## config.mk

```make
export PLATFORM = sky130hd
export DESIGN_NAME = mux_bus_ctrl
export DESIGN_NICKNAME = d
export VERILOG_FILES = /design/src/rtl/mbc_pkg.sv /design/src/rtl/mbc_sequencer.sv /design/src/rtl/mbc_req_latch.sv /design/src/rtl/mbc_bus_drive.sv /design/src/rtl/mbc_rd_capture.sv /design/src/rtl/mux_bus_ctrl.sv
export SDC_FILE = /design/constraint.sdc
export NUM_CORES = 1
export LEC_CHECK = 0
export BUFFER_PORTS_ARGS = -buffer_cell sky130_fd_sc_hd__buf_4
export CELL_PAD_IN_SITES_DETAIL_PLACEMENT = 0
export CELL_PAD_IN_SITES_GLOBAL_PLACEMENT = 1
export CORE_MARGIN = 2
export CORE_UTILIZATION = 32
export DETAILED_ROUTE_END_ITERATION = 10
export PLACE_DENSITY_LB_ADDON = 0.3
export RECOVER_POWER = 50
export SKIP_LAST_GASP = 1
export SLEW_MARGIN = 40
export SYNTH_ARGS = -nofsm -noshare
export SYNTH_HDL_FRONTEND = slang
export SYNTH_SLANG_ARGS = --single-unit
```

## constraint.sdc

```tcl
create_clock -name clk -period 1.6 [get_ports clk]
set_clock_uncertainty 0.15 [all_clocks]
set_input_delay 0.32 -clock clk [delete_from_list [all_inputs] [get_ports clk]]
set_output_delay 0.32 -clock clk [all_outputs]
set_load 0.005 [all_outputs]
```

## src/rtl/mbc_pkg.sv

```systemverilog
// Package: shared phase encoding for the multiplexed bus controller.
// Assumes: a machine cycle is always exactly three clocks (no wait states).
package mbc_pkg;

    typedef enum logic [1:0] {
        PH_IDLE = 2'd0,
        PH_ADDR = 2'd1,
        PH_DATA = 2'd2,
        PH_DONE = 2'd3
    } mbc_phase_e;

    // Returns 1 when both enable bits of the mode byte are set.
    function automatic logic hi_lines_on(input logic bit_a, input logic bit_b);
        return bit_a & bit_b;
    endfunction

endpackage

```

## src/rtl/mbc_sequencer.sv

```systemverilog
// Module: phase sequencer. Walks IDLE -> ADDR -> DATA -> DONE -> IDLE,
// leaving IDLE only on a request. Assumes req_valid is sampled only in IDLE.
module mbc_sequencer
    import mbc_pkg::*;
(
    input  logic       clk,
    input  logic       rst_n,
    input  logic       req_valid,
    output mbc_phase_e phase,
    output logic       accept,
    output logic       ready
);

    mbc_phase_e phase_q;

    assign ready  = (phase_q == PH_IDLE);
    assign accept = ready & req_valid;
    assign phase  = phase_q;

    // Advance one phase per clock inside a cycle; wait in IDLE for a request.
    always_ff @(posedge clk) begin
        if (!rst_n) begin
            phase_q <= PH_IDLE;
        end else begin
            unique case (phase_q)
                PH_IDLE: if (req_valid) phase_q <= PH_ADDR;
                PH_ADDR: phase_q <= PH_DATA;
                PH_DATA: phase_q <= PH_DONE;
                PH_DONE: phase_q <= PH_IDLE;
                default: phase_q <= PH_IDLE;
            endcase
        end
    end

    // a cycle begins exactly one clock after acceptance
    a_r1_accept_starts: assert property (@(posedge clk) disable iff (!rst_n)
        accept |=> (phase_q == PH_ADDR));

endmodule

```

## src/rtl/mbc_req_latch.sv

```systemverilog
// Module: holds the accepted request for the whole machine cycle.
// Assumes accept is a single-clock qualifier from the sequencer.
module mbc_req_latch #(
    parameter int ADDR_W = 16,
    parameter int DATA_W = 8
) (
    input  logic              clk,
    input  logic              rst_n,
    input  logic              accept,
    input  logic [ADDR_W-1:0] req_addr,
    input  logic              req_write,
    input  logic              req_data_space,
    input  logic [DATA_W-1:0] req_wdata,
    output logic [ADDR_W-1:0] lat_addr,
    output logic              lat_write,
    output logic              lat_dspace,
    output logic [DATA_W-1:0] lat_wdata
);

    // Capture the request fields on acceptance; keep them until the next one.
    always_ff @(posedge clk) begin
        if (!rst_n) begin
            lat_addr   <= '0;
            lat_write  <= 1'b0;
            lat_dspace <= 1'b0;
            lat_wdata  <= '0;
        end else if (accept) begin
            lat_addr   <= req_addr;
            lat_write  <= req_write;
            lat_dspace <= req_data_space;
            lat_wdata  <= req_wdata;
        end
    end

endmodule

```

## src/rtl/mbc_bus_drive.sv

```systemverilog
// Module: decodes the phase and latched request into the external pins:
// strobes, direction, space select, shared lane and upper address byte.
// Assumes the phase comes straight from a register, so decode depth is one gate level.
module mbc_bus_drive
    import mbc_pkg::*;
#(
    parameter int ADDR_W   = 16,
    parameter int DATA_W   = 8,
    parameter int MODE_W   = 8,
    parameter int HI_BIT_A = 7,
    parameter int HI_BIT_B = 1
) (
    input  logic              clk,
    input  logic              rst_n,
    input  mbc_phase_e        phase,
    input  logic [ADDR_W-1:0] lat_addr,
    input  logic              lat_write,
    input  logic              lat_dspace,
    input  logic [DATA_W-1:0] lat_wdata,
    input  logic [MODE_W-1:0] mode_cfg,
    output logic              as_n,
    output logic              ds_n,
    output logic              rw,
    output logic              dm_n,
    output logic [DATA_W-1:0] ad_out,
    output logic              ad_oe,
    output logic [ADDR_W-DATA_W-1:0] addr_hi
);

    localparam int HI_W = ADDR_W - DATA_W;

    logic in_cycle;
    logic in_data;
    logic hi_en;
    logic mode_unused;

    assign in_cycle    = (phase != PH_IDLE);
    assign in_data     = (phase == PH_DATA) | (phase == PH_DONE);
    assign hi_en       = hi_lines_on(mode_cfg[HI_BIT_A], mode_cfg[HI_BIT_B]);
    assign mode_unused = ^mode_cfg;

    // Strobes, direction and space select from the current phase.
    always_comb begin
        as_n = (phase != PH_ADDR);
        ds_n = (phase != PH_DATA);
        rw   = ~(in_cycle & lat_write);
        dm_n = ~(in_cycle & lat_dspace);
    end

    // Shared lane: address in ADDR, store byte in DATA/DONE, released otherwise.
    always_comb begin
        ad_out = '0;
        ad_oe  = 1'b0;
        if (phase == PH_ADDR) begin
            ad_out = lat_addr[DATA_W-1:0];
            ad_oe  = 1'b1;
        end else if (in_data && lat_write) begin
            ad_out = lat_wdata;
            ad_oe  = 1'b1;
        end
    end

    // Upper address lines gated by the mode byte, zero when disabled.
    generate
        if (HI_W > 0) begin : g_hi
            always_comb addr_hi = hi_en ? lat_addr[ADDR_W-1:DATA_W] : '0;
        end
    endgenerate

    // address strobe low for one clock only
    a_r2_as_single: assert property (@(posedge clk) disable iff (!rst_n)
        !as_n |=> as_n);

    // data strobe falls right after the address clock
    a_r4_ds_after_as: assert property (@(posedge clk) disable iff (!rst_n)
        $fell(ds_n) |-> $past(!as_n));

    // the strobes never overlap
    a_r4_no_overlap: assert property (@(posedge clk) disable iff (!rst_n)
        !(!as_n && !ds_n));

    // no lane drive while memory drives during a load
    a_r6_no_contention: assert property (@(posedge clk) disable iff (!rst_n)
        (!ds_n && rw) |-> !ad_oe);

    // store byte still driven in the clock after data strobe rises
    a_r5_hold_after_ds: assert property (@(posedge clk) disable iff (!rst_n)
        ($rose(ds_n) && !rw) |-> (ad_oe && ad_out == lat_wdata));

    // direction held for the whole store cycle
    a_r7_rw_stable: assert property (@(posedge clk) disable iff (!rst_n)
        (!as_n) |=> $stable(rw));

endmodule

```

## src/rtl/mbc_rd_capture.sv

```systemverilog
// Module: captures load data at the data-strobe rising edge and raises the
// completion pulse. Assumes ad_in is stable before the end of the DATA phase.
module mbc_rd_capture
    import mbc_pkg::*;
#(
    parameter int DATA_W = 8
) (
    input  logic              clk,
    input  logic              rst_n,
    input  mbc_phase_e        phase,
    input  logic              lat_write,
    input  logic [DATA_W-1:0] ad_in,
    output logic [DATA_W-1:0] rd_data,
    output logic              done
);

    logic take;

    assign take = (phase == PH_DATA) & ~lat_write;

    // Latch load data at the edge that ends the data strobe.
    always_ff @(posedge clk) begin
        if (!rst_n) begin
            rd_data <= '0;
        end else if (take) begin
            rd_data <= ad_in;
        end
    end

    // One-clock completion pulse during the last clock of the cycle.
    always_ff @(posedge clk) begin
        if (!rst_n) done <= 1'b0;
        else        done <= (phase == PH_DATA);
    end

    // completion is a single-clock pulse
    a_r1_done_pulse: assert property (@(posedge clk) disable iff (!rst_n)
        done |=> !done);

    // a store leaves the load result untouched
    a_r6_store_keeps: assert property (@(posedge clk) disable iff (!rst_n)
        (phase == PH_DATA && lat_write) |=> $stable(rd_data));

endmodule

```

## src/rtl/mux_bus_ctrl.sv

```systemverilog
// Module: top of the multiplexed address/data bus controller. Joins the
// sequencer, request latch, pin decode and load capture. Assumes the core
// holds mode_cfg steady during a cycle and issues one request at a time.
module mux_bus_ctrl
    import mbc_pkg::*;
#(
    parameter int ADDR_W   = 16,
    parameter int DATA_W   = 8,
    parameter int MODE_W   = 8,
    parameter int HI_BIT_A = 7,
    parameter int HI_BIT_B = 1
) (
    input  logic              clk,
    input  logic              rst_n,
    input  logic              req_valid,
    output logic              req_ready,
    input  logic              req_write,
    input  logic              req_data_space,
    input  logic [ADDR_W-1:0] req_addr,
    input  logic [DATA_W-1:0] req_wdata,
    input  logic [MODE_W-1:0] mode_cfg,
    output logic [DATA_W-1:0] rd_data,
    output logic              rsp_done,
    output logic [DATA_W-1:0] ad_out,
    output logic              ad_oe,
    input  logic [DATA_W-1:0] ad_in,
    output logic [ADDR_W-DATA_W-1:0] addr_hi,
    output logic              as_n,
    output logic              ds_n,
    output logic              rw,
    output logic              dm_n
);

    mbc_phase_e        phase;
    logic              accept;
    logic [ADDR_W-1:0] lat_addr;
    logic              lat_write;
    logic              lat_dspace;
    logic [DATA_W-1:0] lat_wdata;

    mbc_sequencer u_seq (
        .clk       (clk),
        .rst_n     (rst_n),
        .req_valid (req_valid),
        .phase     (phase),
        .accept    (accept),
        .ready     (req_ready)
    );

    mbc_req_latch #(.ADDR_W(ADDR_W), .DATA_W(DATA_W)) u_lat (
        .clk            (clk),
        .rst_n          (rst_n),
        .accept         (accept),
        .req_addr       (req_addr),
        .req_write      (req_write),
        .req_data_space (req_data_space),
        .req_wdata      (req_wdata),
        .lat_addr       (lat_addr),
        .lat_write      (lat_write),
        .lat_dspace     (lat_dspace),
        .lat_wdata      (lat_wdata)
    );

    mbc_bus_drive #(
        .ADDR_W(ADDR_W), .DATA_W(DATA_W), .MODE_W(MODE_W),
        .HI_BIT_A(HI_BIT_A), .HI_BIT_B(HI_BIT_B)
    ) u_drv (
        .clk        (clk),
        .rst_n      (rst_n),
        .phase      (phase),
        .lat_addr   (lat_addr),
        .lat_write  (lat_write),
        .lat_dspace (lat_dspace),
        .lat_wdata  (lat_wdata),
        .mode_cfg   (mode_cfg),
        .as_n       (as_n),
        .ds_n       (ds_n),
        .rw         (rw),
        .dm_n       (dm_n),
        .ad_out     (ad_out),
        .ad_oe      (ad_oe),
        .addr_hi    (addr_hi)
    );

    mbc_rd_capture #(.DATA_W(DATA_W)) u_cap (
        .clk       (clk),
        .rst_n     (rst_n),
        .phase     (phase),
        .lat_write (lat_write),
        .ad_in     (ad_in),
        .rd_data   (rd_data),
        .done      (rsp_done)
    );

    // no strobe activity while ready and idle
    a_r10_idle_quiet: assert property (@(posedge clk) disable iff (!rst_n)
        req_ready |-> (as_n && ds_n && !ad_oe && rw && dm_n));

    // done only follows a data strobe
    a_r1_done_after_ds: assert property (@(posedge clk) disable iff (!rst_n)
        rsp_done |-> $past(!ds_n));

endmodule

```

==> flow_metrics.tcl <==
set metrics [dict create \
    final_cells 353 \
    r2r_cells 9 \
    clkTransAtPathRegs_ns 0.07 \
    numCtsBuffers 5 \
    yosys_warnings 0 \
    violations "negative setup slack" \
    final_util_pct 55.74 \
    p_leak_uw 0.001196 \
    placed_area_um2 2286 \
    syn_inst 197 \
    power_frac_seq_pct 33.0 \
    synth_cell_types 20 \
    finalHoldViolCount 0 \
    critPathLaunchType "flop" \
    multiInputGateArea_um2 948.4 \
    wl_met1_um 1936 \
    n_antenna_cell 0 \
    tightest_slew_ns 0.3244 \
    cts_root_buf "clkbuf_8" \
    clk-insertion-delay-late_ns 0.28 \
    wl_met2_um 2142 \
    gp_congestion 0.7665 \
    syn_to_final_growth_pct 64.57 \
    rows 25 \
    critPathTopFamily "flip-flops" \
    drt-total-wl_um 4419 \
    path_max_fanout 8 \
    yosysSeqAreaShare_pct 45.40 \
    grt_overflow_total 0 \
    grt.total_usage_pct 14.52 \
    yosysTopAreaCell "dfxtp_1" \
    crit_buf_inv 1 \
    fmax_mhz 529.2 \
    slew_violations 0 \
    crit_path_cell_trace "ha_2 > o21a_4 > nand2_2 > o21ai_2 > buf_4" \
    rsz0062_at_grt "yes" \
    cp-end-kind "output port" \
    syn_area_per_cell_um2 8.282 \
    cts_sinks 37 \
    min_period_ns 1.890 \
    status "finished, violations left" \
    remaining_drc_errors 0 \
    fin_ws_ns -0.2897 \
    grt_max_degree 38 \
    ios 76 \
    synth.top_cells.by_area "dfxtp_1 (45%), nand2_1 (16%), a21boi_1 (9.2%)" \
    crit_required_ns 1.13 \
    first_global_vias 1410 \
    p_sw_uw 1282 \
    top_layer_used "met4" \
    finalCritPeriodShare_pct 118.1 \
    final-setup-viol-count 39 \
    port_buffers 69 \
    holdPathStages 3 \
    hold_class "in2reg" \
    crit_slowest_cell "dfxtp_4" \
    arrival_ns 1.42 \
    peakVddDrop_v 0.0005471 \
    htreeDepth 2 \
    netSwitchingFraction_pct 33.09 \
    combPwrFrac_pct 50.3 \
    dp.final_hpwl_um 2818 \
    worstSetupPathType "reg2out" \
    cts_buffer_depth 2 \
    drt-pass1-iter-count 4 \
    die_h_um 75.41 \
    drive_gt1_share_pct 47.20 \
    setup_tns_ns -4.930 \
    antenna_found_initial 0 \
    antenna_left 0 \
    p_int_uw 2592 \
    crit_cells 5 \
    seqCellArea_um2 745.7 \
    drt_iter0_markers 46 \
    synth_top_area_share_pct 45.40 \
    max-cap-violations 0 \
    die_w_um 75.41 \
    cts_tree "yes" \
    wire_per_inst_um 12.52 \
    syn_nets 246 \
    dp.cells 336 \
    core_area_um2 4817 \
    crit_path_max_incr_delay_ns 0.39 \
    clockPowerShare_pct 16.7 \
    viasPerCell 4.518 \
    design_area_um2 2685 \
    fillCellCount 489 \
    grt_first_pass_wirelength_um 6154 \
    dieArea_um2 5686 \
    relSlewSlack_pct 78.37 \
    p_per_area_nw_per_um2 1443 \
    initial_core_util_pct 33.87 \
    dr_total_vias 1595 \
    wl_met3_um 304 \
    nets 335 \
    ys_ff_latch 37 \
    synthesis.area_um2 1632 \
]
[placed cells by master (no fill, tap or decap)]
| cell | Yosys | routed |
|---|---|---|
| a21oi_1 | 1 | 1 |
| o21ai_1 | 0 | 1 |
| o21ai_0 | 10 | 1 |
| nor2b_4 | 0 | 1 |
| dfxtp_2 | 0 | 1 |
| inv_6 | 0 | 1 |
| o21a_4 | 0 | 1 |
| nand2b_1 | 3 | 1 |
| clkbuf_16 | 0 | 2 |
| buf_6 | 2 | 16 |
| and2_1 | 2 | 1 |
| nand2_4 | 0 | 1 |
| nand2b_4 | 0 | 2 |
| and2_4 | 0 | 1 |
| clkbuf_1 | 4 | 1 |
| buf_4 | 2 | 72 |
| and3_1 | 8 | 8 |
| mux2i_1 | 9 | 9 |
| a21boi_1 | 20 | 26 |
| clkbuf_8 | 0 | 6 |
| ha_2 | 0 | 1 |
| o21ai_2 | 0 | 8 |
| nand2_2 | 0 | 12 |
| nand2_1 | 70 | 57 |
| buf_2 | 2 | 2 |
| buf_12 | 0 | 1 |
| nor2b_1 | 10 | 9 |
| dfxtp_4 | 0 | 1 |
| dfxtp_1 | 37 | 35 |
| inv_2 | 0 | 3 |
| nor2_1 | 1 | 1 |
| ha_4 | 0 | 3 |
[tightest hold or removal path, delay by kind of cell]
family,cells,cell delay (ns)
buffers and inverters,1,0.10
AND/OR/NAND/NOR,1,0.05
AO/OA/AOI/OAI,1,0.05
[path summary, 6_finish.rpt]
check	startpoint	end	slack, ns
worst max-delay path	u_seq.phase[1]$_SDFFE_PN0P_	ad_out[4]	-0.29
worst min-delay path	req_addr[6]	u_lat.lat_addr[6]$_SDFFE_PN0P_	0.13
worst max register to register	u_seq.phase[1]$_SDFFE_PN0P_	u_lat.lat_wdata[2]$_SDFFE_PN0P_	-0.11
worst min register to register	u_lat.lat_addr[8]$_SDFFE_PN0P_	u_lat.lat_addr[8]$_SDFFE_PN0P_	0.30
[layer usage]
| layer | vias up | global-route usage [%] |
|---|---|---|
| met5 | - | 0 |
| met4 | 0 | 5.263 |
| met3 | 4 | 5.291 |
| met2 | 49 | 23.67 |
| met1 | 728 | 17.64 |
| li1 | 814 | - |
[power by group through the flow]
stage | Combinational, uW | Clock, uW | Sequential, uW
2_1_floorplan | 715 | 0 | 1240
3_3_place_gp | 1320 | 0 | 1250
3_5_place_dp | 1330 | 0 | 1260
4_1_cts | 1560 | 670 | 1270
5_1_grt | 2150 | 716 | 1310
6_report | 1950 | 647 | 1280
[through the flow]
step	setup WS [ns]	hold WS, ns	total power [uW]
after floorplan	0.04819	0.2806	1953
after global placement	-0.2606	0.2896	2573
after detailed placement	-0.1446	0.2930	2592
after CTS	-0.2514	0.1210	3503
after global routing	-0.3492	0.1248	4176
final	-0.2897	0.1264	3874
[cell families after synthesis]
kind of cell | share of synthesized area (%)
fa+ha+maj | 3.068
buf+inv | 5.060
mux | 5.522
compound gates | 15.80
simple gates | 25.15
flops | 45.40
[sequential cells by signal, indices dropped and copies added, names as in the netlist]
signal,cells
u_cap.done,1
u_cap.rd_data,8
u_lat.lat_addr,16
u_lat.lat_dspace,1
u_lat.lat_wdata,8
u_lat.lat_write,1
u_seq.phase,2
[final cells by class]
class | count | area share (%)
repair buffers | 93 | 29.82
inverters | 4 | 0.7456
well taps | 67 | 3.122
multi-input cells | 145 | 35.32
clock buffers | 7 | 3.215
flip-flops and latches | 37 | 27.77
[synthesized netlist by cell type]
| cell | number |
|---|---|
| buf_4 | 2 |
| mux2i_1 | 9 |
| clkbuf_1 | 4 |
| o21ai_0 | 10 |
| nand2b_1 | 3 |
| dfxtp_1 | 37 |
| a21boi_1 | 20 |
| clkbuf_2 | 1 |
| buf_6 | 2 |
| and3_1 | 8 |
| nor2_1 | 1 |
| a21boi_0 | 6 |
| a21oi_1 | 1 |
| buf_2 | 2 |
| inv_1 | 4 |
| nand2_1 | 70 |
| and2_1 | 2 |
| o21a_1 | 1 |
| nor2b_1 | 10 |
| ha_1 | 4 |
[what timing repair did]
item,CTS,global route
setup buffers,1,5
pin swaps,12,5
endpoints found under the setup margin,48,34
gates resized for setup,47,30
hold buffers,0,0
cloned,1,5
Note: power is estimated with default switching activity, not from simulation.
